--- src/rtl/tcs_pkg.sv ---
// Package: shared selector encoding for the timer clock source unit.
// Assumes a 3-bit selector; code values are fixed by behaviour.
package tcs_pkg;
    typedef enum logic [2:0] {
        SRC_GATED_DIV8 = 3'b000,
        SRC_RISE       = 3'b001,
        SRC_FALL       = 3'b010,
        SRC_BOTH       = 3'b011,
        SRC_DIV8       = 3'b100,
        SRC_RSV_A      = 3'b101,
        SRC_RSV_B      = 3'b110,
        SRC_OFF        = 3'b111
    } src_sel_e;

    localparam logic [2:0] SEL_RESET = SRC_RISE;
endpackage

--- src/rtl/tcs_pin_edge.sv ---
// Module: synchronizes an asynchronous pin and flags its edges.
// Assumes STAGES >= 2. Each edge of the synchronized level gives a
// single-cycle rise or fall strobe, one cycle after the last stage.
module tcs_pin_edge #(
    parameter int STAGES = 2
) (
    input  logic clk,
    input  logic rst_n,
    input  logic pin_async,
    output logic pin_lvl,
    output logic rise,
    output logic fall
);
    logic [STAGES-1:0] chain_q;
    logic              prev_q;

    // Synchronizer shift chain plus one delayed copy for edge compare.
    always_ff @(posedge clk) begin
        if (!rst_n) begin
            chain_q <= '0;
            prev_q  <= 1'b0;
        end else begin
            chain_q <= {chain_q[STAGES-2:0], pin_async};
            prev_q  <= chain_q[STAGES-1];
        end
    end

    // Level and edge strobes from registered state.
    always_comb begin
        pin_lvl = chain_q[STAGES-1];
        rise    = chain_q[STAGES-1] & ~prev_q;
        fall    = ~chain_q[STAGES-1] & prev_q;
    end
endmodule

--- src/rtl/tcs_div_tick.sv ---
// Module: free-running power-of-two divider emitting a wrap tick.
// Assumes DIV_LOG2 >= 1; tick is high one cycle in every 2**DIV_LOG2.
module tcs_div_tick #(
    parameter int DIV_LOG2 = 3
) (
    input  logic clk,
    input  logic rst_n,
    output logic tick
);
    logic [DIV_LOG2-1:0] cnt_q;

    // Free-running counter, cleared by reset.
    always_ff @(posedge clk) begin
        if (!rst_n) cnt_q <= '0;
        else        cnt_q <= cnt_q + 1'b1;
    end

    // Tick in the cycle the counter sits at its maximum (wraps next).
    always_comb tick = &cnt_q;
endmodule

--- src/rtl/tcs_src_select.sv ---
// Module: combinational source decode for increment and tooth events.
// Assumes all inputs come from registers of the same clock domain.
module tcs_src_select
    import tcs_pkg::*;
(
    input  logic [2:0] sel,
    input  logic       angle,
    input  logic       pin_lvl,
    input  logic       rise,
    input  logic       fall,
    input  logic       tick,
    output logic       inc,
    output logic       tooth,
    output logic       illegal
);
    // Decode the selected source; angle mode redirects edges to tooth.
    always_comb begin
        inc     = 1'b0;
        tooth   = 1'b0;
        illegal = 1'b0;
        unique case (src_sel_e'(sel))
            SRC_GATED_DIV8: begin
                inc     = !angle && tick && pin_lvl;
                illegal = angle;
            end
            SRC_RISE: begin
                inc   = !angle && rise;
                tooth = angle && rise;
            end
            SRC_FALL: begin
                inc   = !angle && fall;
                tooth = angle && fall;
            end
            SRC_BOTH: begin
                inc   = !angle && (rise || fall);
                tooth = angle && (rise || fall);
            end
            SRC_DIV8: begin
                inc     = !angle && tick;
                illegal = angle;
            end
            SRC_RSV_A, SRC_RSV_B: illegal = 1'b1;
            SRC_OFF: ;
            default: illegal = 1'b1;
        endcase
    end
endmodule

--- src/rtl/tcs_presc.sv ---
// Module: observation prescaler and timer counter.
// Assumes PRESC_DIV >= 2; the timer advances when the prescaler wraps.
module tcs_presc #(
    parameter int PRESC_DIV = 4,
    parameter int CNT_W     = 16,
    localparam int PRESC_W  = $clog2(PRESC_DIV)
) (
    input  logic               clk,
    input  logic               rst_n,
    input  logic               inc,
    output logic [PRESC_W-1:0] presc,
    output logic [CNT_W-1:0]   count
);
    localparam logic [PRESC_W-1:0] PRESC_MAX = PRESC_W'(PRESC_DIV - 1);

    // Count increments modulo PRESC_DIV and carry into the timer.
    always_ff @(posedge clk) begin
        if (!rst_n) begin
            presc <= '0;
            count <= '0;
        end else if (inc) begin
            if (presc == PRESC_MAX) begin
                presc <= '0;
                count <= count + 1'b1;
            end else begin
                presc <= presc + 1'b1;
            end
        end
    end
endmodule

--- src/rtl/tmr_clk_src.sv ---
// Module: selectable timer clock source unit (top).
// Registers the selector and mode, synchronizes the pin, generates
// divide-by-8 ticks, decodes the source and latches a sticky error.
// Assumes a synchronous active-low reset and one system clock.
module tmr_clk_src
    import tcs_pkg::*;
#(
    parameter int SYNC_STAGES = 2,
    parameter int DIV_LOG2    = 3,
    parameter int PRESC_DIV   = 4,
    parameter int CNT_W       = 16,
    localparam int PRESC_W    = $clog2(PRESC_DIV)
) (
    input  logic               clk,
    input  logic               rst_n,
    input  logic               ext_pin,
    input  logic [2:0]         src_sel,
    input  logic               angle_mode,
    output logic               inc_pulse,
    output logic               tooth_pulse,
    output logic               cfg_error,
    output logic [PRESC_W-1:0] presc_cnt,
    output logic [CNT_W-1:0]   tmr_cnt
);
    logic [2:0] sel_q;
    logic       am_q;
    logic       err_q;
    logic       pin_lvl, pin_rise, pin_fall, div_tick;
    logic       inc_raw, tooth_raw, sel_illegal;

    // Register selector and mode; selector resets to rising edge.
    always_ff @(posedge clk) begin
        if (!rst_n) begin
            sel_q <= SEL_RESET;
            am_q  <= 1'b0;
        end else begin
            sel_q <= src_sel;
            am_q  <= angle_mode;
        end
    end

    tcs_pin_edge #(.STAGES(SYNC_STAGES)) u_pin (
        .clk      (clk),
        .rst_n    (rst_n),
        .pin_async(ext_pin),
        .pin_lvl  (pin_lvl),
        .rise     (pin_rise),
        .fall     (pin_fall)
    );

    tcs_div_tick #(.DIV_LOG2(DIV_LOG2)) u_div (
        .clk  (clk),
        .rst_n(rst_n),
        .tick (div_tick)
    );

    tcs_src_select u_sel (
        .sel    (sel_q),
        .angle  (am_q),
        .pin_lvl(pin_lvl),
        .rise   (pin_rise),
        .fall   (pin_fall),
        .tick   (div_tick),
        .inc    (inc_raw),
        .tooth  (tooth_raw),
        .illegal(sel_illegal)
    );

    // Sticky error: set by any illegal selection, cleared only by reset.
    always_ff @(posedge clk) begin
        if (!rst_n)           err_q <= 1'b0;
        else if (sel_illegal) err_q <= 1'b1;
    end

    // Drive the pulse outputs and the error flag.
    always_comb begin
        inc_pulse   = inc_raw;
        tooth_pulse = tooth_raw;
        cfg_error   = err_q;
    end

    tcs_presc #(.PRESC_DIV(PRESC_DIV), .CNT_W(CNT_W)) u_presc (
        .clk  (clk),
        .rst_n(rst_n),
        .inc  (inc_raw),
        .presc(presc_cnt),
        .count(tmr_cnt)
    );
endmodule

--- config.mk ---
export PLATFORM = sky130hd
export DESIGN_NAME = tmr_clk_src
export DESIGN_NICKNAME = d
export VERILOG_FILES = /design/src/rtl/tcs_pkg.sv /design/src/rtl/tcs_pin_edge.sv /design/src/rtl/tcs_div_tick.sv /design/src/rtl/tcs_src_select.sv /design/src/rtl/tcs_presc.sv /design/src/rtl/tmr_clk_src.sv
export SDC_FILE = /design/constraint.sdc
export NUM_CORES = 1
export LEC_CHECK = 0
export BUFFER_PORTS_ARGS = -buffer_cell sky130_fd_sc_hd__buf_2
export CAP_MARGIN = 5
export CORE_MARGIN = 2
export CORE_UTILIZATION = 49
export DETAILED_ROUTE_END_ITERATION = 12
export PLACE_DENSITY = 0.84
export SLEW_MARGIN = 40
export SYNTH_ARGS = -nofsm -noshare
export SYNTH_HDL_FRONTEND = slang
export SYNTH_SLANG_ARGS = --single-unit
--- constraint.sdc ---
create_clock -name clk -period 1.6 [get_ports clk]
set_input_delay 0.08 -clock clk [delete_from_list [all_inputs] [get_ports clk]]
set_output_delay 0.08 -clock clk [all_outputs]
set_load 0.03 [all_outputs]
After elaboration in Yosys (flattened, before gate mapping)
Index checks and enable logic that the tools add are counted.
W data, S select, Z words.
Word-level totals
  bits in registers: 29
  input port bits: 7
  output and inout bits: 21
Operators by class
  $add $sub $neg: 3
  equal/unequal tests: 7
  muxes and demuxes: 4
  bitwise logic cells: 4
  reduce and logical (&&, ||, !) cells: 15
Operator list (count)
  $add A16 B1 Y16 const B: 1
  $eq A3 B3 Y1 const B: 3
  $logic_and A1 B1 Y1: 8
  $eq A3 B2 Y1 const B: 2
  $pmux W1 S5: 1
  $reduce_or A2 Y1: 2
  $add A3 B1 Y3 const B: 1
  $eq A3 B1 Y1 const B: 1
  $logic_not A3 Y1: 1
  $pmux W1 S3: 1
  $reduce_and A3 Y1: 1
  $add A2 B1 Y2 const B: 1
  $and A1 B1 Y1: 2
  $eq A2 B2 Y1 const B: 1
  $mux W2: 1
  $not A1 Y1: 2
  $pmux W1 S2: 1
  $reduce_and A2 Y1: 1
  $logic_not A1 Y1: 1
  $logic_or A1 B1 Y1: 1

Logic depth before layout (Yosys ltp)
Gate-level depths: netlist (run 1).
  word-level depth: 6
  depth in mapped cells: 7

Modules after synthesis
A second synthesis (run 1) with hierarchy kept.
Second synthesis, totals
  cell total of the unflattened synthesis: 127
  area total of the unflattened synthesis: 1222.4 um^2
Modules (own cells, without submodules)
  tcs_presc: instances 1, cells an instance 93, area each 828.3 um^2
  tmr_clk_src: instances 1, cells an instance 10, area each 132.6 um^2
  tcs_div_tick: instances 1, cells an instance 8, area each 111.4 um^2
  tcs_pin_edge: instances 1, cells an instance 8, area each 91.3 um^2
  tcs_src_select: instances 1, cells an instance 8, area each 58.8 um^2

Worst setup path before layout (run 1)
OpenSTA, ideal clock, no wires.
  path kind: flip-flop to flip-flop
  start: reg u_pin.chain_q[1]
  end: reg u_presc.presc[0]
  library setup time: 0.075 ns
  data arrival time: 1.889 ns
  slack: -0.364 ns
  stages on the path, launching flop included: 7
  buffers on the path: 0
  cells stage by stage: dfxtp_1 inv_1 ha_1 nand2_1 a41oi_4 a21oi_1 mux2i_1
Between the ends
  longest elaborated chain between the ends: 5
  elaborated cells between the ends (all ways): 9
  those cells by class: mux: 1; bitwise: 3; reduce/logical: 5
Ends and longest elaborated chain
  start: declaration: line tcs_pin_edge.sv:14  | logic [STAGES-1:0] chain_q;
  start signal: assignment: line tcs_pin_edge.sv:23  | chain_q <= {chain_q[STAGES-2:0], pin_async};
  $not A1 Y1: line tcs_pin_edge.sv:32  | fall = ~chain_q[STAGES-1] & prev_q;
  $and A1 B1 Y1: line tcs_pin_edge.sv:32
  $logic_or A1 B1 Y1: line tcs_src_select.sv:35  | inc = !angle && (rise || fall);
  $logic_and A1 B1 Y1: line tcs_src_select.sv:35
  $pmux W1 S5 (*): line tcs_src_select.sv:21  | unique case (src_sel_e'(sel))
  net inc_pulse: line tmr_clk_src.sv:19  | output logic inc_pulse,
  end signal: assignment: line tcs_presc.sv:26  | presc <= presc + 1'b1;
  end: declaration: line tcs_presc.sv:11  | output logic [PRESC_W-1:0] presc,
The timed path passes the listed nets; every way through them passes the cells marked *.
A chain may end at the register's enable or synchronous reset.

Final worst setup path (run 1)
  start: reg u_pin.chain_q[1]
  end: out inc_pulse
Between the ends
  longest elaborated chain between the ends: 5
  elaborated cells between the ends (all ways): 9
  those cells by class: mux: 1; bitwise: 3; reduce/logical: 5
Ends and longest elaborated chain (line)
  $not A1 Y1: tcs_pin_edge.sv:32
  $and A1 B1 Y1: tcs_pin_edge.sv:32
  $logic_or A1 B1 Y1: tcs_src_select.sv:35
  $logic_and A1 B1 Y1: tcs_src_select.sv:35
  $pmux W1 S5 (*): tcs_src_select.sv:21
  end: declaration: tmr_clk_src.sv:19
Every way passes the cells marked *; elsewhere a longest branch is shown, timed or not.

==> results.md, run 1 <==
* Worst Skew at 9.24 ps
* Switch Pwr at 373 uW
* Post-Layout Cell Count at 271
* Initial antenna violation count at 0
* DIE AREA at 3570 sq um
* Ys Warns at 0
* CORE AREA at 3000 sq um
* RSZ-0062 raised after global routing: yes
* DRT antenna net count at 0
* Total GRT Usage at 26.8%
* Register share of total power at 54.3%
* Largest net degree at the start of global routing at 31
* Initial core utilization at 50.8%
* First-pass DRT Iterations at 5
* CTS H-tree depth at 2
* Clock sinks at 29
* Skew-Pair Late Insertion Delay at 340 ps
* Row count at 20
* Post-synth ARST share at 0%
* Die height at 59.8 um
* Post-Synthesis Net Count at 176
* 1st-iter DRT viols at 91
* Final worst setup slack at -232 ps
* Net count, final at 250
* Max Cap Viol at 0
* Critical path arrival at 1750 ps
* Worst Max-Slew Pin Slew at 458 ps
* TritonCTS clock tree: yes
* Final core utilization at 76.9%
* Diode count at 0
* Port bufs at 27
* #FFs+latches synth at 29
* Status: finished, violations left
* Layout cells sized above 1 at 46.6%
* Final Max Tran Viols at 0
* P&R area growth vs syn at 51.5%
* Relative slew slack at 69.5%
* Pwr Density at 601 nW/um^2
* EDFF count, synth at 0
* Final period utilization at 114%
* Clk buf depth at 2
* Critical R2R Launch: u_pin.chain_q[1]$_SDFF_PN0_
* Clock power share at 30.7%
* Vias per cell at 5.53
* CP Capture Type: output pin
* Startpoint types: register
* Sequential-to-total area share from yosys stat at 38.1%
* Ys flop type: dfxtp_1
* Fmax at 546 MHz
* DR WL/cell at 16.5 um
* Yosys cell types at 36
* CTS Root Cell: clkbuf_4
* Num CTS Buffers at 5
* Internal Pwr Total at 1020 uW
* VDD IR max at 0.362 mV
* Gate Count Post-Synth at 163
* CP startpoint: u_pin.chain_q[1]$_SDFF_PN0_
* Congestion Overflow GR at 0
* Die X at 59.8 um
* Final hold viol count at 0
* Hold crit path type: in2reg
* Final Wtd Congestion at 0.814
* Comb pwr share at 15.0%
* Worst slack, placed at -168 ps
* Num ports at 28
* Number of fillers in the final layout at 200
* Post-synthesis average cell area at 9.35 sq um
* Total routed wirelength at 4.46 mm
* Finish-stage setup viols at 19
* Drc violations at 0
* Leak at 0.000931 uW
* Clock transition at path regs at 80 ps
* Kind of critical path: reg2out
* Worst-path fanout max at 4
* Mapped Area at 1520 sq um
* DR vias at 1499
* Minimum clock period at 1830 ps
* Switch share at 26.9%
* Failing checks: setup timing
* Hold path start: rst_n
* First-pass GRT wire length at 7.08 mm
* DP HPWL at 2.84 mm
* Worst EP required at 1520 ps
* Vias in the first global route at 1476
* Placed insts at 250
cells in the final DEF (no fill, tap or decap), types with 2 or more instances in the layout:
master	netlist	routed
a2111oi_1	3	2
a2111oi_2	2	2
a2111oi_4	0	3
a211o_1	2	2
a211oi_2	0	3
a21oi_4	0	3
and2_1	8	8
buf_2	0	25
buf_4	0	33
buf_6	3	12
clkbuf_1	5	3
clkbuf_4	0	5
dfxtp_1	29	22
dfxtp_2	0	5
dfxtp_4	0	2
dlygate4sd3_1	0	5
ha_1	6	3
ha_4	0	3
inv_1	6	5
mux2i_1	17	17
nand2_1	27	26
nand2_2	1	2
nand2b_1	12	12
nand3_1	7	6
nand4_1	4	4
nor2_1	3	2
o211ai_1	2	2
or2b_2	2	2
power by group through the flow:
stage | combinational (uW) | sequential [uW] | clock, uW
finish | 208 | 754 | 426
global route | 224 | 756 | 470
CTS | 194 | 754 | 437
detailed placement | 152 | 770 | 0
global placement | 142 | 768 | 0
floorplan | 87.7 | 775 | 0
synth_stat cells (all sizes together) (3+ instances only):
master / instances / share of area, %
a211oi: 4 / 2.0
and2: 8 / 3.3
nand3: 7 / 2.3
a2111oi: 7 / 5.1
inv: 6 / 1.5
nand4: 5 / 2.5
mux2i: 17 / 11
dfxtp: 29 / 38
buf: 3 / 2.2
nand2: 28 / 7.1
nor2: 3 / 0.74
o211ai: 3 / 1.8
a21oi: 3 / 1.2
ha: 6 / 4.9
clkbuf: 5 / 1.2
nand2b: 12 / 4.9
routing by layer:
metal | part of all wire, % | up-vias | global-route usage (%)
met1 | 43 | 721 | 34.6
met3 | 4.9 | 5 | 8.01
met4 | 1.0 | 0 | 6.98
met2 | 51 | 47 | 43.5
li1 | - | 726 | -
met5 | 0 | - | 0
final timing paths:
path | end | slack [ps] | cells after the start
min reg2reg | u_pin.chain_q[1]$_SDFF_PN0_ | 450 | 1
min | u_presc.presc[0]$_SDFFE_PN0P_ | 220 | 3
max reg2reg | u_presc.count[6]$_SDFFE_PN0P_ | -200 | 8
max | inc_pulse | -230 | 7
worst max-delay path, stage by stage (launching register included):
cell	delay, ps
dfxtp_2	340
buf_6	110
ha_4	140
and4bb_2	240
a41oi_4	250
buf_6	150
a21oi_4	50
buf_6	140
through the flow:
| stage | TNS, ps | cell area, sq um | total power [uW] | hold WS (ps) |
|---|---|---|---|---|
| 2_1_floorplan | -506 | 1580 | 863 | 181 |
| 3_3_place_gp | -1000 | 1970 | 910 | 264 |
| 5_1_grt | -3970 | 2310 | 1450 | 235 |
| 6_report | -2410 | 2310 | 1390 | 215 |
| 3_5_place_dp | -1960 | 1970 | 922 | 277 |
| 4_1_cts | -2430 | 2250 | 1390 | 208 |
registers in the layout, indices dropped and copies added, names as in the netlist:
name / cells
sel_q: 3
cfg_error: 1
u_div.cnt_q: 3
u_presc.count: 16
u_pin.prev_q: 1
u_pin.chain_q: 2
am_q: 1
u_presc.presc: 2
cells by family after synthesis:
kind of cell | after synthesis | synth area share, %
and+or+nand+nor | 74 | 26.7
DFF | 29 | 38.1
AOI/OAI and AO/OA | 23 | 14.2
muxes | 17 | 11.2
buffers and inverters | 14 | 4.93
adders and majority gates | 6 | 4.93
what timing repair did:
item	in CTS	in global routing
gates resized for setup	23	13
pin swaps	6	3
hold endpoints to repair	5	0
endpoints found under the setup margin	20	20
buffers inserted	7	2
hold buffers	5	0
area by class of cell:
cell class              instances  area, sq um  share of cell area [%]
well taps                      33         41.3                    1.79
flip-flops and latches         29          594                    25.7
multi-input cells             120         1040                    45.1
repair buffers                 75          558                    24.2
inverters                       6         25.0                    1.08
clock buffers                   8         48.8                    2.11
Note: power is estimated with default switching activity, not from simulation.
==> run 2, diff against run 1 <==
- HOLD_SLACK_MARGIN: unset -> 0.08
- PLACE_DENSITY: 0.84 -> unset
- PLACE_DENSITY_LB_ADDON: unset -> 0.3
- RECOVER_POWER: unset -> 100
==> results.md, run 2 (synthesis results as in run 1) <==
* DIE AREA at 3570 sq um (unchanged)
* Failing checks: setup timing (unchanged)
* Die height at 59.8 um (unchanged)
* DR vias at 1473 (was 1499)
* Final worst setup slack at -196 ps (was -232 ps)
* Die X at 59.8 um (unchanged)
* Largest net degree at the start of global routing at 23 (was 31)
* Clock sinks at 29 (unchanged)
* Critical path arrival at 1720 ps (was 1750 ps)
* Startpoint types: register (unchanged)
* Reg2reg end: u_presc.count[15]$_SDFFE_PN0P_ (was u_presc.count[6]$_SDFFE_PN0P_)
* 1st-iter DRT viols at 75 (was 91)
* Clock transition at path regs at 90 ps (was 80 ps)
* Congestion Overflow GR at 0 (unchanged)
* Total routed wirelength at 4.27 mm (was 4.46 mm)
* Final Power at 1480 uW (was 1390 uW)
* Relative slew slack at 70.8% (was 69.5%)
* Final hold viol count at 0 (unchanged)
* Diode count at 0 (unchanged)
* RSZ-0062 raised after global routing: yes (unchanged)
* Vias in the first global route at 1413 (was 1476)
* Finish-stage setup viols at 20 (was 19)
* Multi-input logic area at 1060 sq um (was 1040 sq um)
* Fmax at 557 MHz (was 546 MHz)
* CTS H-tree depth at 2 (unchanged)
* P&R area growth vs syn at 47.0% (was 51.5%)
* First-pass GRT wire length at 6.43 mm (was 7.08 mm)
* Setup total negative slack at -2000 ps (was -2410 ps)
* Layout cells sized above 1 at 38.3% (was 46.6%)
* Status: finished, violations left (unchanged)
* Skew-Pair Late Insertion Delay at 340 ps (about the same)
* Critical R2R Launch: u_pin.prev_q$_SDFF_PN0_ (was u_pin.chain_q[1]$_SDFF_PN0_)
* Vias per cell at 5.67 (was 5.53)
* Worst slack, placed at -168 ps (about the same)
* DR WL/cell at 16.4 um (was 16.5 um)
* Clk buf depth at 2 (unchanged)
* DP HPWL at 2.50 mm (was 2.84 mm)
* Minimum clock period at 1800 ps (was 1830 ps)
* Hold slack at 115 ps (was 215 ps)
* CTS Root Cell: clkbuf_4 (unchanged)
* Hold Crit Depth at 2 (was 3)
* Initial core utilization at 50.8% (unchanged)
* Net count, final at 239 (was 250)
* R2R cell count at 8 (unchanged)
* Largest Register: u_presc.count (unchanged)
* Worst EP required at 1520 ps (about the same)
* Final Max Tran Viols at 0 (unchanged)
* Reg2Reg Setup Slack at -170 ps (was -200 ps)
* CP startpoint: u_pin.prev_q$_SDFF_PN0_ (was u_pin.chain_q[1]$_SDFF_PN0_)
* Final Wtd Congestion at 0.766 (was 0.814)
* Num ports at 28 (unchanged)
* Most common cell after layout, fill and taps aside: nand2_1 (was buf_4)
* Port bufs at 27 (unchanged)
* Largest register FFs at 16 (unchanged)
* Row count at 20 (unchanged)
* Final period utilization at 112% (was 114%)
* TritonCTS clock tree: yes (unchanged)
* Biggest regs: u_presc.count x16, sel_q x3, u_div.cnt_q x3 (unchanged)
* VDD IR max at 0.496 mV (was 0.362 mV)
* Max Cap Viol at 0 (unchanged)
* Hold path start: rst_n (unchanged)
* Commonest non-fill, non-tap cells in the layout: nand2_1 (26), buf_4 (24), dfxtp_1 (20) (was buf_4 (33), nand2_1 (26), buf_2 (25))
* CORE AREA at 3000 sq um (unchanged)
* Worst Max-Slew Pin Slew at 437 ps (was 458 ps)
* Leak at 0.000790 uW (was 0.000931 uW)
* Pwr Density at 661 nW/um^2 (was 601 nW/um^2)
* Reg area at 597 sq um (was 594 sq um)
* Initial antenna violation count at 0 (unchanged)
* Hold path endpoint: sel_q[0]$_SDFF_PN1_ (was u_presc.presc[0]$_SDFFE_PN0P_)
* Worst Skew at 12.3 ps (was 9.24 ps)
* Kind of critical path: reg2out (unchanged)
* DRT antenna net count at 0 (unchanged)
* Hold crit path type: in2reg (unchanged)
* Num CTS Buffers at 5 (unchanged)
* Number of fillers in the final layout at 227 (was 200)
* First-pass DRT Iterations at 5 (unchanged)
* Total GRT Usage at 24.3% (was 26.8%)
* CP Capture Type: output pin (unchanged)
* Drc violations at 0 (unchanged)
* Worst-path fanout max at 3 (was 4)
* Final core utilization at 74.6% (was 76.9%)
[run 2: cell types whose count changed in the layout (fill, tap and decap cells not counted), sizes merged]
cell    before  now
buf         70   40
clkbuf       8   26
clkinv       0    1
[run 2: stage by stage]
stage          instances  instance area (sq um)
2_1_floorplan        163                   1580
3_3_place_gp         240                   1890
3_5_place_dp         240                   1890
4_1_cts              257                   2150
5_1_grt              260                   2240
6_report             260                   2240
[run 2: what timing repair did]
action / in CTS / in global routing
buffers inserted: 4 / 3
gates resized for setup: 21 / 20
gates cloned: 0 / 0
pin swaps: 4 / 3
endpoints found under the setup margin: 20 / 20
hold buffers: 5 / 0
endpoints found under the hold margin: 5 / 0
[run 2: layout make-up]
cell class	count	share of cell area (%)
Multi-Input combinational cell	120	47.5
Sequential cell	29	26.6
Inverter	6	1.01
Clock inverter	1	0.223
Tap cell	33	1.84
Clock buffer	7	2.91
Timing Repair Buffer	64	19.8
[run 2: critical path, cell delays in order, from the launching register on]
cell and delay, ps:
dfxtp_2 370, inv_2 50, ha_4 140, and4bb_2 240, a41oi_4 240, buf_6 150
a21oi_4 50, buf_6 130
[run 2: report_power, final]
part	total (uW)	switching, uW	internal [uW]	leakage [uW]
logic	194	102	92.5	0.000509
clock network	529	274	254	0.0000413
registers	757	17.9	739	0.000240
[run 2: how the worst max path moves through the flow]
stage	slack (ps)	cells past startpoint	endpoint
after floorplan	-80	4	u_presc.count[10]$_SDFFE_PN0P_
after global placement	-120	7	u_presc.count[6]$_SDFFE_PN0P_
after detailed placement	-170	7	u_presc.count[6]$_SDFFE_PN0P_
after CTS	-180	7	inc_pulse
after global routing	-240	7	inc_pulse
final	-200	7	inc_pulse
[run 2: metal layers]
| layer | wire, um | track usage (%) | vias up |
|---|---|---|---|
| li1 | - | - | 709 |
| met1 | 1740 | 28.5 | 696 |
| met2 | 2210 | 41.6 | 54 |
| met3 | 203 | 6.28 | 14 |
| met4 | 121 | 10.5 | 0 |
| met5 | 0 | 0 | - |
==> run 3, diff against run 2 <==
- CORE_ASPECT_RATIO: unset -> 0.75
- RECOVER_POWER: 100 -> unset
==> results.md, run 3 (synthesis results as in run 1) <==
* Largest register FFs at 16 (unchanged)
* Worst Skew at 2.43 ps (was 12.3 ps)
* CTS Root Cell: clkbuf_8 (was clkbuf_4)
* Diode count at 0 (unchanged)
* DIE AREA at 3580 sq um (was 3570 sq um)
* Final Wtd Congestion at 0.775 (was 0.766)
* Worst Max-Slew Pin Slew at 342 ps (was 437 ps)
* M1 WL at 2.12 mm (was 1.74 mm)
* DP HPWL at 2.77 mm (was 2.50 mm)
* Net count, final at 244 (was 239)
* Die X at 68.4 um (was 59.8 um)
* Clock transition at path regs at 60 ps (was 90 ps)
* CP Capture Type: register (was output pin)
* Met2 routed WL at 2.64 mm (was 2.21 mm)
* Most common cell after layout, fill and taps aside: buf_4 (was nand2_1)
* Finish-stage setup viols at 17 (was 20)
* First-pass GRT wire length at 7.48 mm (was 6.43 mm)
* Largest Register: u_presc.count (unchanged)
* Cell area after placement at 1920 sq um (was 1890 sq um)
* Max Cap Viol at 0 (unchanged)
* Cell Chain, Critical Path: inv_4, ha_4, nand2_4, a41oi_4, buf_6, buf_4, a2111oi_4, mux2i_1 (was inv_2, ha_4, and4bb_2, a41oi_4, buf_6, a21oi_4, buf_6)
* Final Instance Area at 2410 sq um (was 2240 sq um)
* Critical path arrival at 2010 ps (was 1720 ps)
* RSZ-0062 raised after global routing: yes (unchanged)
* Total GRT Usage at 29.8% (was 24.3%)
* Port bufs at 27 (unchanged)
* Fmax at 557 MHz (about the same)
* DR vias at 1573 (was 1473)
* Final period utilization at 112% (about the same)
* Pwr Density at 652 nW/um^2 (was 661 nW/um^2)
* Congestion Overflow GR at 0 (unchanged)
* Die height at 52.3 um (was 59.8 um)
* TritonCTS clock tree: yes (unchanged)
* Layout cells sized above 1 at 50.0% (was 38.3%)
* CP peak stage delay at 380 ps (was 370 ps)
* Biggest regs: u_presc.count x16, sel_q x3, u_div.cnt_q x3 (unchanged)
* Vias per cell at 5.83 (was 5.67)
* P&R area growth vs syn at 58.1% (was 47.0%)
* Row count at 17 (was 20)
* Commonest non-fill, non-tap cells in the layout: buf_4 (27), nand2_1 (26), buf_2 (26) (was nand2_1 (26), buf_4 (24), dfxtp_1 (20))
* Final worst setup slack at -196 ps (about the same)
* Worst-path fanout max at 5 (was 3)
* 1st-iter DRT viols at 78 (was 75)
* Startpoint types: register (unchanged)
* Post-Layout Cell Count at 270 (was 260)
* Clk buf depth at 2 (unchanged)
* CTS H-tree depth at 2 (unchanged)
* Final Power at 1570 uW (was 1480 uW)
* Clock sinks at 29 (unchanged)
* Met3 Routed Length at 374 um (was 203 um)
* Minimum clock period at 1800 ps (about the same)
* Number of fillers in the final layout at 156 (was 227)
* Failing checks: setup timing (unchanged)
* Status: finished, violations left (unchanged)
* Vias in the first global route at 1535 (was 1413)
* Final Max Tran Viols at 0 (unchanged)
* VDD IR max at 0.563 mV (was 0.496 mV)
* Top Layer Used: met4 (unchanged)
* DR WL/cell at 19.6 um (was 16.4 um)
* Initial antenna violation count at 0 (unchanged)
* Total routed wirelength at 5.29 mm (was 4.27 mm)
* Critical path's slowest cell: dfxtp_4 (was dfxtp_2)
* Final hold viol count at 0 (unchanged)
* Worst EP required at 1810 ps (was 1520 ps)
* Num ports at 28 (unchanged)
* Relative slew slack at 77.2% (was 70.8%)
* Placed insts at 247 (was 240)
* Largest net degree at the start of global routing at 19 (was 23)
* Skew-Pair Late Insertion Delay at 290 ps (was 340 ps)
* Setup total negative slack at -1870 ps (was -2000 ps)
* Num CTS Buffers at 5 (unchanged)
* First-pass DRT Iterations at 4 (was 5)
* Hold crit path type: in2reg (unchanged)
* DRT antenna net count at 0 (unchanged)
* Leak at 0.000907 uW (was 0.000790 uW)
* CORE AREA at 2960 sq um (was 3000 sq um)
* Drc violations at 0 (unchanged)
* Initial core utilization at 51.5% (was 50.8%)
* Kind of critical path: reg2reg (was reg2out)
run 3: cell count changes in the layout (fill, tap and decap cells not counted), sizes merged:
| cell | delta |
|---|---|
| buf | +24 |
| clkbuf | -20 |
| clkinv | +1 |
run 3: power breakdown:
part / internal (uW) / switching, uW / total, uW
sequential: 740 / 21.5 / 761
combinational: 102 / 118 / 220
clock: 300 / 290 / 590
run 3: critical path, delay by kind of cell, from the launching register on:
| kind | cells | cell delay (ps) |
|---|---|---|
| adder cells (fa/ha/maj) | 1 | 230 |
| buffers and inverters | 3 | 340 |
| AND/OR/NAND/NOR | 1 | 70 |
| AO/OA/AOI/OAI | 2 | 450 |
| multiplexers | 1 | 240 |
| flip-flops | 1 | 380 |
run 3: timing repair:
item	4_1_cts	5_1_grt
cloned	1	0
setup endpoints to repair	20	18
resized for setup	37	15
setup buffers	6	5
pin swaps	6	6
endpoints found under the hold margin	5	0
hold buffers	5	0
run 3: metal layers:
metal | track usage, % | vias up
met5 | 0 | -
met4 | 16.0 | 0
met3 | 11.0 | 18
met2 | 46.6 | 86
met1 | 35.2 | 757
li1 | - | 712
run 3: final cells by class:
class,count,area [sq um],share of cell area (%)
clock buffer,6,72.6,3.01
inverter,6,25.0,1.04
clock inverter,2,10.0,0.415
sequential,29,598,24.8
tap,38,47.5,1.97
multi-input combinational,120,1140,47.4
timing repair buffer,69,515,21.4
run 3: path summary, 6_finish.rpt:
path	cells after the start	start	endpoint	slack, ps
hold reg to reg	2	u_presc.count[0]$_SDFFE_PN0P_	u_presc.count[0]$_SDFFE_PN0P_	480
setup reg to reg	8	u_pin.chain_q[1]$_SDFF_PN0_	u_presc.count[4]$_SDFFE_PN0P_	-200
hold / removal	3	rst_n	u_presc.count[12]$_SDFFE_PN0P_	210
setup / recovery	8	u_pin.chain_q[1]$_SDFF_PN0_	u_presc.count[4]$_SDFFE_PN0P_	-200
run 3: stage by stage:
stage / setup slack (ps) / hold slack (ps) / util [%]
floorplan: -75.3 / 181 / -
global placement: -135 / 266 / 64.8
detailed placement: -211 / 265 / 64.8
CTS: -138 / 197 / 78.3
global route: -268 / 221 / 81.5
finish: -196 / 212 / 81.5
